`src/rtl/pcm_rx_pkg.sv`:
```
package pcm_rx_pkg;
    typedef enum logic [1:0] {
        RXM_NORM = 2'b00,
        RXM_SEXT = 2'b01,
        RXM_GAIN = 2'b10
    } rx_mode_e;
endpackage

```
`src/rtl/pcm_rx_pinsync.sv`:
```
module pcm_rx_pinsync #(
    parameter int N = 5
) (
    input  logic         clk,
    input  logic         rst_n,
    input  logic [N-1:0] pin_i,
    output logic [N-1:0] cur_o,
    output logic [N-1:0] fall_o,
    output logic [N-1:0] rise_o
);
    typedef struct packed {
        logic [N-1:0] cur;
        logic [N-1:0] prev;
    } state_t;

    state_t st_d, st_q;

    always_comb begin
        st_d      = st_q;
        st_d.cur  = pin_i;
        st_d.prev = st_q.cur;
    end

    always_ff @(posedge clk or negedge rst_n) begin
        if (!rst_n) st_q <= '0;
        else        st_q <= st_d;
    end

    for (genvar g = 0; g < N; g++) begin : g_edge
        assign fall_o[g] = st_q.prev[g] & ~st_q.cur[g];
        assign rise_o[g] = ~st_q.prev[g] & st_q.cur[g];
    end

    assign cur_o = st_q.cur;
endmodule

```
`src/rtl/pcm_rx_clkmon.sv`:
```
module pcm_rx_clkmon
    import pcm_rx_pkg::*;
#(
    parameter int STALL_CYC = 16
) (
    input  logic     clk,
    input  logic     rst_n,
    input  logic     lvl_i,
    input  logic     edge_i,
    output rx_mode_e mode_o,
    output logic     chg_o
);
    localparam int SC_W = $clog2(STALL_CYC + 1);
    localparam logic [SC_W-1:0] LIM = SC_W'(STALL_CYC - 1);

    typedef struct packed {
        logic [SC_W-1:0] cnt;
        rx_mode_e        mode;
        logic            chg;
    } state_t;

    state_t st_d, st_q;

    always_comb begin
        st_d = st_q;
        if (edge_i) begin
            st_d.cnt  = '0;
            st_d.mode = RXM_NORM;
        end else if (st_q.cnt == LIM) begin
            st_d.mode = lvl_i ? RXM_GAIN : RXM_SEXT;
        end else begin
            st_d.cnt = st_q.cnt + 1'b1;
        end
        st_d.chg = (st_d.mode != st_q.mode);
    end

    always_ff @(posedge clk or negedge rst_n) begin
        if (!rst_n) st_q <= '{cnt: '0, mode: RXM_NORM, chg: 1'b0};
        else        st_q <= st_d;
    end

    assign mode_o = st_q.mode;
    assign chg_o  = st_q.chg;

    AST_EDGE_NORM: assert property (@(posedge clk) disable iff (!rst_n)
        edge_i |=> (mode_o == RXM_NORM));
    AST_STALL_MODE: assert property (@(posedge clk) disable iff (!rst_n)
        (st_q.cnt == LIM && !edge_i) |=> (mode_o != RXM_NORM));
    AST_MODE_LEGAL: assert property (@(posedge clk) disable iff (!rst_n)
        mode_o != 2'b11);
endmodule

```
`src/rtl/pcm_rx_frmwatch.sv`:
```
module pcm_rx_frmwatch (
    input  logic clk,
    input  logic rst_n,
    input  logic tx_rise_i,
    input  logic rx_rise_i,
    output logic idle_o
);
    typedef struct packed {
        logic seen;
        logic idle;
    } state_t;

    state_t st_d, st_q;

    always_comb begin
        st_d      = st_q;
        st_d.idle = tx_rise_i && !st_q.seen && !rx_rise_i;
        if (tx_rise_i) st_d.seen = rx_rise_i;
        else           st_d.seen = st_q.seen | rx_rise_i;
    end

    always_ff @(posedge clk or negedge rst_n) begin
        if (!rst_n) st_q <= '0;
        else        st_q <= st_d;
    end

    assign idle_o = st_q.idle;
endmodule

```
`src/rtl/pcm_rx_shifter.sv`:
```
module pcm_rx_shifter
    import pcm_rx_pkg::*;
#(
    parameter int SAMPLE_W = 13,
    parameter int EXT_W    = 3
) (
    input  logic                clk,
    input  logic                rst_n,
    input  logic                fe_i,
    input  logic                fs_i,
    input  logic                dat_i,
    input  rx_mode_e            mode_i,
    input  logic                abort_i,
    input  logic                idle_zero_i,
    output logic [SAMPLE_W-1:0] sample_o,
    output logic [EXT_W-1:0]    atten_o,
    output logic                vld_o,
    output logic                err_o
);
    localparam int WORD_W = SAMPLE_W + EXT_W;
    localparam int CNT_W  = $clog2(WORD_W + 1);
    localparam logic [CNT_W-1:0] NORM_LEN = CNT_W'(SAMPLE_W);
    localparam logic [CNT_W-1:0] WIDE_LEN = CNT_W'(WORD_W);

    typedef struct packed {
        logic [WORD_W-1:0]   shreg;
        logic [CNT_W-1:0]    cnt;
        logic                busy;
        logic                first;
        logic                fs_last;
        logic [SAMPLE_W-1:0] sample;
        logic [EXT_W-1:0]    atten;
        logic                vld;
        logic                err;
    } state_t;

    state_t            st_d, st_q;
    logic [CNT_W-1:0]  wlen;
    logic [EXT_W:0]    lead;

    assign wlen = (mode_i == RXM_NORM) ? NORM_LEN : WIDE_LEN;

    always_comb begin
        st_d     = st_q;
        st_d.vld = 1'b0;
        st_d.err = 1'b0;
        lead     = '0;
        if (mode_i != RXM_GAIN) st_d.atten = '0;
        if (abort_i) begin
            st_d.busy  = 1'b0;
            st_d.first = 1'b0;
        end else if (fe_i) begin
            st_d.fs_last = fs_i;
            if (fs_i && !st_q.fs_last) begin
                st_d.busy  = 1'b1;
                st_d.first = 1'b1;
                st_d.cnt   = CNT_W'(1);
                st_d.shreg = {{(WORD_W-1){1'b0}}, dat_i};
            end else if (st_q.busy) begin
                st_d.first = 1'b0;
                if (st_q.first && !fs_i) begin
                    st_d.cnt   = CNT_W'(1);
                    st_d.shreg = {{(WORD_W-1){1'b0}}, dat_i};
                end else begin
                    st_d.cnt   = st_q.cnt + 1'b1;
                    st_d.shreg = {st_q.shreg[WORD_W-2:0], dat_i};
                end
            end
            if (st_d.busy && st_d.cnt == wlen) begin
                st_d.busy = 1'b0;
                st_d.vld  = 1'b1;
                lead      = st_d.shreg[WORD_W-1:SAMPLE_W-1];
                unique case (mode_i)
                    RXM_GAIN: begin
                        st_d.sample = st_d.shreg[WORD_W-1:EXT_W];
                        st_d.atten  = st_d.shreg[EXT_W-1:0];
                    end
                    RXM_SEXT: begin
                        st_d.sample = st_d.shreg[SAMPLE_W-1:0];
                        st_d.err    = !((&lead) || !(|lead));
                    end
                    default: st_d.sample = st_d.shreg[SAMPLE_W-1:0];
                endcase
            end
        end
        if (idle_zero_i && !st_d.vld) st_d.sample = '0;
    end

    always_ff @(posedge clk or negedge rst_n) begin
        if (!rst_n) st_q <= '0;
        else        st_q <= st_d;
    end

    assign sample_o = st_q.sample;
    assign atten_o  = st_q.atten;
    assign vld_o    = st_q.vld;
    assign err_o    = st_q.err;

    AST_VLD_SINGLE: assert property (@(posedge clk) disable iff (!rst_n)
        vld_o |=> !vld_o);
    AST_SAMPLE_HOLD: assert property (@(posedge clk) disable iff (!rst_n)
        (!vld_o && !$past(idle_zero_i)) |-> $stable(sample_o));
    AST_ERR_WITH_VLD: assert property (@(posedge clk) disable iff (!rst_n)
        err_o |-> vld_o);
    AST_ATTEN_DEFAULT: assert property (@(posedge clk) disable iff (!rst_n)
        (mode_i != RXM_GAIN && $past(mode_i) != RXM_GAIN) |-> atten_o == '0);
    AST_CNT_RANGE: assert property (@(posedge clk) disable iff (!rst_n)
        st_q.cnt <= WIDE_LEN);
    AST_IDLE_ZERO: assert property (@(posedge clk) disable iff (!rst_n)
        idle_zero_i |=> (sample_o == '0 || vld_o));
endmodule

```
`src/rtl/pcm_rx_deser.sv`:
```
module pcm_rx_deser
    import pcm_rx_pkg::*;
#(
    parameter int SAMPLE_W  = 13,
    parameter int EXT_W     = 3,
    parameter int STALL_CYC = 16
) (
    input  logic                clk,
    input  logic                rst_n,
    input  logic                rx_bclk,
    input  logic                tx_bclk,
    input  logic                rx_fs,
    input  logic                tx_fs,
    input  logic                rx_data,
    output logic [SAMPLE_W-1:0] sample,
    output logic [EXT_W-1:0]    atten,
    output logic                sample_vld,
    output logic                fmt_err,
    output logic [1:0]          mode
);
    localparam int NPIN   = 5;
    localparam int P_RCLK = 0;
    localparam int P_TCLK = 1;
    localparam int P_RFS  = 2;
    localparam int P_TFS  = 3;
    localparam int P_DAT  = 4;

    logic [NPIN-1:0] cur, fall, rise;
    rx_mode_e        mode_q;
    logic            mode_chg;
    logic            idle_zero;
    logic            fe_act;

    pcm_rx_pinsync #(.N(NPIN)) i_sync (
        .clk    (clk),
        .rst_n  (rst_n),
        .pin_i  ({rx_data, tx_fs, rx_fs, tx_bclk, rx_bclk}),
        .cur_o  (cur),
        .fall_o (fall),
        .rise_o (rise)
    );

    pcm_rx_clkmon #(.STALL_CYC(STALL_CYC)) i_mon (
        .clk    (clk),
        .rst_n  (rst_n),
        .lvl_i  (cur[P_RCLK]),
        .edge_i (fall[P_RCLK] | rise[P_RCLK]),
        .mode_o (mode_q),
        .chg_o  (mode_chg)
    );

    pcm_rx_frmwatch i_watch (
        .clk       (clk),
        .rst_n     (rst_n),
        .tx_rise_i (rise[P_TFS]),
        .rx_rise_i (rise[P_RFS]),
        .idle_o    (idle_zero)
    );

    assign fe_act = (mode_q == RXM_NORM) ? fall[P_RCLK] : fall[P_TCLK];

    pcm_rx_shifter #(.SAMPLE_W(SAMPLE_W), .EXT_W(EXT_W)) i_shift (
        .clk         (clk),
        .rst_n       (rst_n),
        .fe_i        (fe_act),
        .fs_i        (cur[P_RFS]),
        .dat_i       (cur[P_DAT]),
        .mode_i      (mode_q),
        .abort_i     (mode_chg),
        .idle_zero_i (idle_zero),
        .sample_o    (sample),
        .atten_o     (atten),
        .vld_o       (sample_vld),
        .err_o       (fmt_err)
    );

    assign mode = mode_q;
endmodule

```
`config.mk`:
```
export PLATFORM = sky130hd
export DESIGN_NAME = pcm_rx_deser
export DESIGN_NICKNAME = d
export VERILOG_FILES = /design/src/rtl/pcm_rx_pkg.sv /design/src/rtl/pcm_rx_pinsync.sv /design/src/rtl/pcm_rx_clkmon.sv /design/src/rtl/pcm_rx_frmwatch.sv /design/src/rtl/pcm_rx_shifter.sv /design/src/rtl/pcm_rx_deser.sv
export SDC_FILE = /design/constraint.sdc
export NUM_CORES = 1
export LEC_CHECK = 0
export ABC_CLOCK_PERIOD_IN_PS = 2400
export BUFFER_PORTS_ARGS = -buffer_cell sky130_fd_sc_hd__clkbuf_2
export CORE_MARGIN = 3
export CORE_UTILIZATION = 53
export CTS_CLUSTER_DIAMETER = 50
export DETAILED_ROUTE_END_ITERATION = 12
export PLACE_DENSITY = 0.75
export SLEW_MARGIN = 25
export SYNTH_ARGS = -nofsm -noshare
export SYNTH_HDL_FRONTEND = slang
export SYNTH_SLANG_ARGS = --single-unit
```
`constraint.sdc`:
```
create_clock -name clk -period 2.4 [get_ports clk]
set_clock_uncertainty 0.05 [all_clocks]
set_input_delay 0.24 -clock clk [delete_from_list [all_inputs] [get_ports clk]]
set_output_delay 0.24 -clock clk [all_outputs]
set_load 0.1 [all_outputs]
```
# After elaboration in Yosys (flattened, before gate mapping)
# Index checks and enable logic that the tools add are counted.
word_totals:
  ff_bits: 61
  input_bits: 7
  out_inout_bits: 20
  elab_cells: 90
classes:
  n_addsub: 2
  eq_ne: 8
  n_mux: 27
  bitwise_logic: 13
  n_reduce_logical: 24
op_table:
  columns: ["cell", "n"]
  rows:
  - ["2-to-1 mux 21 bit", 6]
  - ["2-to-1 mux 18 bit", 2]
  - ["2-to-1 mux 13 bit", 2]
  - ["adder 5 x 1 -> 5 bit (second input constant)", 2]
  - ["2-to-1 mux 5 bit", 2]
  - ["2-to-1 mux 1 bit", 9]
  - ["zero test 1 bit", 7]
  - ["2-to-1 mux 7 bit", 1]
  - ["logical AND 1 bit", 6]
  - ["2-to-1 mux 2 bit", 3]
  - ["2-to-1 mux 3 bit", 2]
  - ["NOT 1 bit", 6]
  - ["nonzero test 2 bit", 3]
  - ["bitwise AND 1 bit", 5]
  - ["equality test 5 x 4 -> 1 bit (second input constant)", 1]
  - ["equality test 5 bit", 1]
  - ["inequality test 2 x 1 -> 1 bit (second input constant)", 2]
  - ["AND reduction 2 bit", 2]
  - ["AND reduction 4 bit", 1]
  - ["OR reduction 4 bit", 1]
  - ["AND reduction 3 bit", 1]
  - ["nonzero test 3 bit", 1]
  - ["equality test 2 x 1 -> 1 bit (second input constant)", 1]
  - ["equality test 2 bit (second input constant)", 1]
  - ["5 further kinds", 6]

# Logic depth before layout (Yosys ltp)
depth:
  word_depth: 19
  mapped_depth: 10
  mapped_depth_nobuf: 8

# By module
# From an unflattened synthesis, not the netlist that was laid out.
hier_totals:
  cells_unflattened: 322
  area_unflattened_um2: 3284.4
by_module_without_submodules:
  columns: ["module", "n_inst", "cells_per_inst", "area_each_um2", "seq_area_each_um2"]
  rows:
  - ["pcm_rx_shifter", 1, 249, 2386.0, 1051.0]
  - ["pcm_rx_clkmon", 1, 40, 435.4, 200.2]
  - ["pcm_rx_pinsync", 1, 25, 375.4, 250.2]
  - ["pcm_rx_frmwatch", 1, 5, 66.3, 50.0]
  - ["pcm_rx_deser", 1, 3, 21.3, 0.0]

# Worst setup path after synthesis
# OpenSTA, ideal clock, no wires.
synth_timing:
  path_type: "reg-to-reg"
  start: "register i_sync.st_q (netlist bit i_sync.cur_o[2])"
  end: "register i_shift.st_q (netlist bit i_shift.sample_o[10])"
  setup_time_ps: 125
  arrival_time_ps: 2053
  required_ps: 2225
  setup_slack_ps: 172
  path_stages_with_launch: 11
  path_buffers: 3
  period_less_slack_ps: 2228
  cell_sequence: "dfrtp_1 nand2b_1 buf_4 a21oi_1 a211o_1 or4_4 a21oi_2 nand3_1 buf_6 buf_6 mux2i_1"
synth_via:
  elab_chain_len: 16
  elab_cells_between_ends: 24
  cone_classes: "eq/ne: 2; mux: 13; reduce/logical: 9"
synth_rtl:
  columns: ["element", "line_no", "source"]
  rows:
  - ["from (decl)", "pcm_rx_pinsync.sv:16", "state_t st_d, st_q;"]
  - ["from (signal assigned)", "pcm_rx_pinsync.sv:26", "else st_q <= st_d;"]
  - ["zero test 1 bit", "pcm_rx_shifter.sv:61", "if (st_q.first && !fs_i) begin"]
  - ["logical AND 1 bit", "pcm_rx_shifter.sv:61", null]
  - ["2-to-1 mux 21 bit", "pcm_rx_shifter.sv:61", null]
  - ["2-to-1 mux 21 bit", "pcm_rx_shifter.sv:59", "end else if (st_q.busy) begin"]
  - ["2-to-1 mux 21 bit", "pcm_rx_shifter.sv:54", "if (fs_i && !st_q.fs_last) begin"]
  - ["2-to-1 mux 21 bit", "pcm_rx_shifter.sv:52", "end else if (fe_i) begin"]
  - ["2-to-1 mux 21 bit", "pcm_rx_shifter.sv:49", "if (abort_i) begin"]
  - ["equality test 5 bit", "pcm_rx_shifter.sv:69", "if (st_d.busy && st_d.cnt == wlen) begin"]
  - ["logical AND 1 bit", "pcm_rx_shifter.sv:69", null]
  - ["2-to-1 mux 18 bit", "pcm_rx_shifter.sv:69", null]
  - ["2-to-1 mux 21 bit", "pcm_rx_shifter.sv:52", null]
  - ["2-to-1 mux 18 bit", "pcm_rx_shifter.sv:49", null]
  - ["zero test 1 bit", "pcm_rx_shifter.sv:86", "if (idle_zero_i && !st_d.vld) st_d.sample = '0;"]
  - ["logical AND 1 bit", "pcm_rx_shifter.sv:86", null]
  - ["inequality test 2 x 1 -> 1 bit (no source line) / nonzero test 2 bit (equally long branches)", null, null]
  - ["AND reduction 3 bit (no source line)", null, null]
  - ["to (signal assigned)", "pcm_rx_shifter.sv:91", "else st_q <= st_d;"]
  - ["to (decl)", "pcm_rx_shifter.sv:37", "state_t st_d, st_q;"]
# Several ways; a longest one is shown, not always the timed one. The select of a mux whose other input is x is not followed.
# A chain may end at the register's enable or synchronous reset.

==> flow_summary.yaml <==
outcome:
  status: "finished, final reports clean"
critical_path:
  critPathSlowestCell: "or4_4"
  crit_fanout: 18
  critPathMaxStageDelay_ns: 0.55
  critical_path.cell_chain: "ha_2, nand2_1, a21oi_1, nor3_1, or4_4, a21oi_2, nand3_1, buf_12, nor3_2"
  critical_path_buf_inv_count: 1
  cp_data_required_time_ns: 2.60
  cp_top_family: "simple AND/OR/NAND/NOR gates"
  worst_setup_path_start_kind: "flip-flop"
  crit_type: "reg -> reg"
  cp.arrival_ns: 2.48
  endpoint_kind: "flip-flop"
global_route:
  grt_max_degree: 25
  grt_pass1_vias: 2208
  busiest_layer: "met2"
  globalRouteMet1Util: 0.266
  met2_usage: 0.300
  grt_pass1_wl_um: 10200
  antenna_found_initial: 0
  gr-usage-met3: 0.0586
  grt_overflow: 0
  grt_usage: 0.200
timing:
  period_needed_ns: 2.28
  tightest_slew_ns: 0.622
  max_freq_mhz: 439
  finalSetupViolations: 0
  whs_ns: 0.323
  finalHoldViolCount: 0
  slew_violations: 0
  final.period_utilization: 0.948
  relSlewSlack: 0.585
pwr:
  power_frac_comb: 0.193
  p_leak_nw: 1.75
  power_density_mw_per_mm2: 697
  switching_share: 0.300
  clkPwrFrac: 0.310
  p_int_w: 0.00167
  switchingPower_w: 0.000717
  pwr-share-seq: 0.497
  p_total_w: 0.00239
  max-vdd-ir-drop_mv: 0.392
detailed_routing:
  drc_errors: 0
  ant_nets: 0
  drt_iter0_drc: 164
  detail_route.wl_per_cell_um: 14.4
  vias_per_cell: 5.46
  routed-via-count: 2299
  drt-pass1-iter-count: 4
  routed_wl_um: 6060
placement:
  placed_area_sq_mm: 0.00320
  dpl.cell_count: 397
  port-buffer-count: 26
  dpl.hpwl_um: 4170
  finalWeightedCongestion: 0.886
final_layout:
  fin_util: 0.616
  final_layout_size_suffix_gt1_frac: 0.175
  stdcell_count: 421
  n_antenna_cell: 0
  multi_input_area_sq_mm: 0.00134
  postLayoutCellArea_sq_mm: 0.00343
  layout-area-overhead-vs-synth_pct: 10.4
  fillCellCount: 474
  nNetsFinal: 355
  regArea_sq_mm: 0.00153
synth:
  synth_most_common_cell: "dfrtp_1"
  syn_area_per_cell_sq_um: 9.62
  yosysUniqueCellTypes: 41
  synth_edf_count: 0
  ys_seq_area_frac: 0.491
  synth-seq-cells: 61
  synth-xor-area-share: 0.0141
  ys.flop_type: "dfrtp_1"
  synth_area_leaders: "dfrtp_1 49%, mux2i_1 7.1%, buf_4 4.6%"
  syn_inst: 323
  yosysTopAreaCell: "dfrtp_1"
  yosys.area_share.simple: 0.193
  synth-async-reset-ratio: 1.00
  yosysWarningCount: 0
  synth_mux_area_frac: 0.0745
  synthesis.nets: 334
  synth_top_family_by_area: "simple AND/OR/NAND/NOR gates"
  yosysTopAreaCellShare: 0.491
  synth-compound-area-share: 0.131
  ys_top_cells_by_count: "61 x dfrtp_1, 38 x nand2_1, 30 x nor2_1"
  syn_area_sq_mm: 0.00311
  synth_adder_area_share: 0.0161
die:
  pin_count: 27
  die_y_um: 82.6
  dieArea_sq_mm: 0.00682
  num_rows: 27
  die_w_um: 82.6
  core_sq_mm: 0.00557
  initial_utilization: 0.558
hold_path:
  hold_class: "reg -> reg"
clock_network:
  path_clk_slew_ns: 0.06
  clock_latency_ns: 0.33
  h-tree-depth: 3
  clockBufferDepth: 2
  cts_tree: "built"
  cts_buffers: 9
  clock-root-buffer: "clkbuf_8"
  clock-sinks: 61
job:
  cap_violations: 0
==> cell type report <==
type | instances | share of cell area
clock inverters | 2 | 0.00292
flip-flops and latches | 61 | 0.445
multi-input cells | 221 | 0.389
repair buffers | 46 | 0.0897
well taps | 72 | 0.0262
inverters | 5 | 0.00547
clock buffers | 14 | 0.0416
==> placed cells by master, fill, tap and decap left out, types with 2 or more instances in the layout <==
| master | n |
|---|---|
| a21o_1 | 3 |
| a21oi_1 | 28 |
| a22o_1 | 12 |
| and2_1 | 4 |
| and3_1 | 2 |
| buf_4 | 13 |
| clkbuf_1 | 5 |
| clkbuf_2 | 26 |
| clkbuf_8 | 9 |
| clkinv_2 | 2 |
| dfrtp_1 | 60 |
| dlygate4sd3_1 | 6 |
| ha_1 | 3 |
| inv_1 | 3 |
| inv_2 | 2 |
| mux2i_1 | 22 |
| nand2_1 | 38 |
| nand2b_1 | 20 |
| nand3_1 | 2 |
| nand3b_1 | 2 |
| nand4_1 | 4 |
| nor2_1 | 30 |
| nor2b_1 | 3 |
| nor3_1 | 5 |
| o21ai_0 | 16 |
| o21ai_1 | 2 |
| or2_2 | 2 |
| or3_1 | 5 |
| xnor2_1 | 3 |
| xor2_1 | 2 |
==> final timing paths <==
path	slack [ns]	endpoint	cells past startpoint	startpoint
hold reg to reg	0.32	i_sync.st_q[1]	0	i_sync.cur_o[1]
setup / recovery	0.12	i_shift.err_o	9	i_shift.st_q[21]
max in group asynchronous	1.19	i_shift.st_q[24]	3	rst_n
setup reg to reg	0.12	i_shift.err_o	9	i_shift.st_q[21]
hold / removal	0.32	i_sync.st_q[1]	0	i_sync.cur_o[1]
min in group asynchronous	0.40	i_shift.vld_o	2	rst_n
==> routing by layer <==
| metal | vias to the layer above | routed length, um |
|---|---|---|
| met5 | - | 0 |
| met4 | 0 | 96 |
| met3 | 10 | 362 |
| met2 | 61 | 2780 |
| met1 | 1098 | 2820 |
| li1 | 1130 | - |
==> flip-flops by register name, indices dropped and copies added, names as in the netlist <==
name / cells
i_mon.chg_o: 1
i_sync.cur_o: 5
i_mon.st_q: 5
i_shift.vld_o: 1
i_watch.st_q: 1
i_shift.atten_o: 3
i_sync.st_q: 4
i_mon.mode_o: 2
i_shift.st_q: 24
i_shift.err_o: 1
i_shift.sample_o: 13
i_watch.idle_o: 1
==> per-stage QoR <==
| stage | setup TNS [ns] | worst slack (ns) |
|---|---|---|
| floorplan | 0 | 0.172 |
| global placement | 0 | 0.157 |
| detailed placement | 0 | 0.126 |
| CTS | 0 | 0.110 |
| global route | -0.136 | -0.0201 |
| finish | 0 | 0.125 |
==> timing repair <==
item	CTS	global route
endpoints found under the hold margin	27	0
resized for setup	0	2
setup buffers	0	2
endpoints found under the setup margin	0	17
hold buffers	6	0
==> logic make-up (layout without fill, tap and decap cells) <==
logic type / Yosys count / count (layout)
buffers and inverters: 41 / 67
AOI/OAI and AO/OA: 67 / 67
muxes: 23 / 23
xor gates and xnor gates: 5 / 5
DFF: 61 / 61
adders and majority gates: 4 / 4
and+or+nand+nor: 122 / 122
==> power by group through the flow <==
stage	logic [W]	registers, W	clock network, W
3_3_place_gp	0.000421	0.00120	0
5_1_grt	0.000523	0.00120	0.000812
6_report	0.000461	0.00119	0.000742
4_1_cts	0.000443	0.00119	0.000767
3_5_place_dp	0.000434	0.00120	0
2_1_floorplan	0.000324	0.00118	0
(Power assumes the default switching activity.)
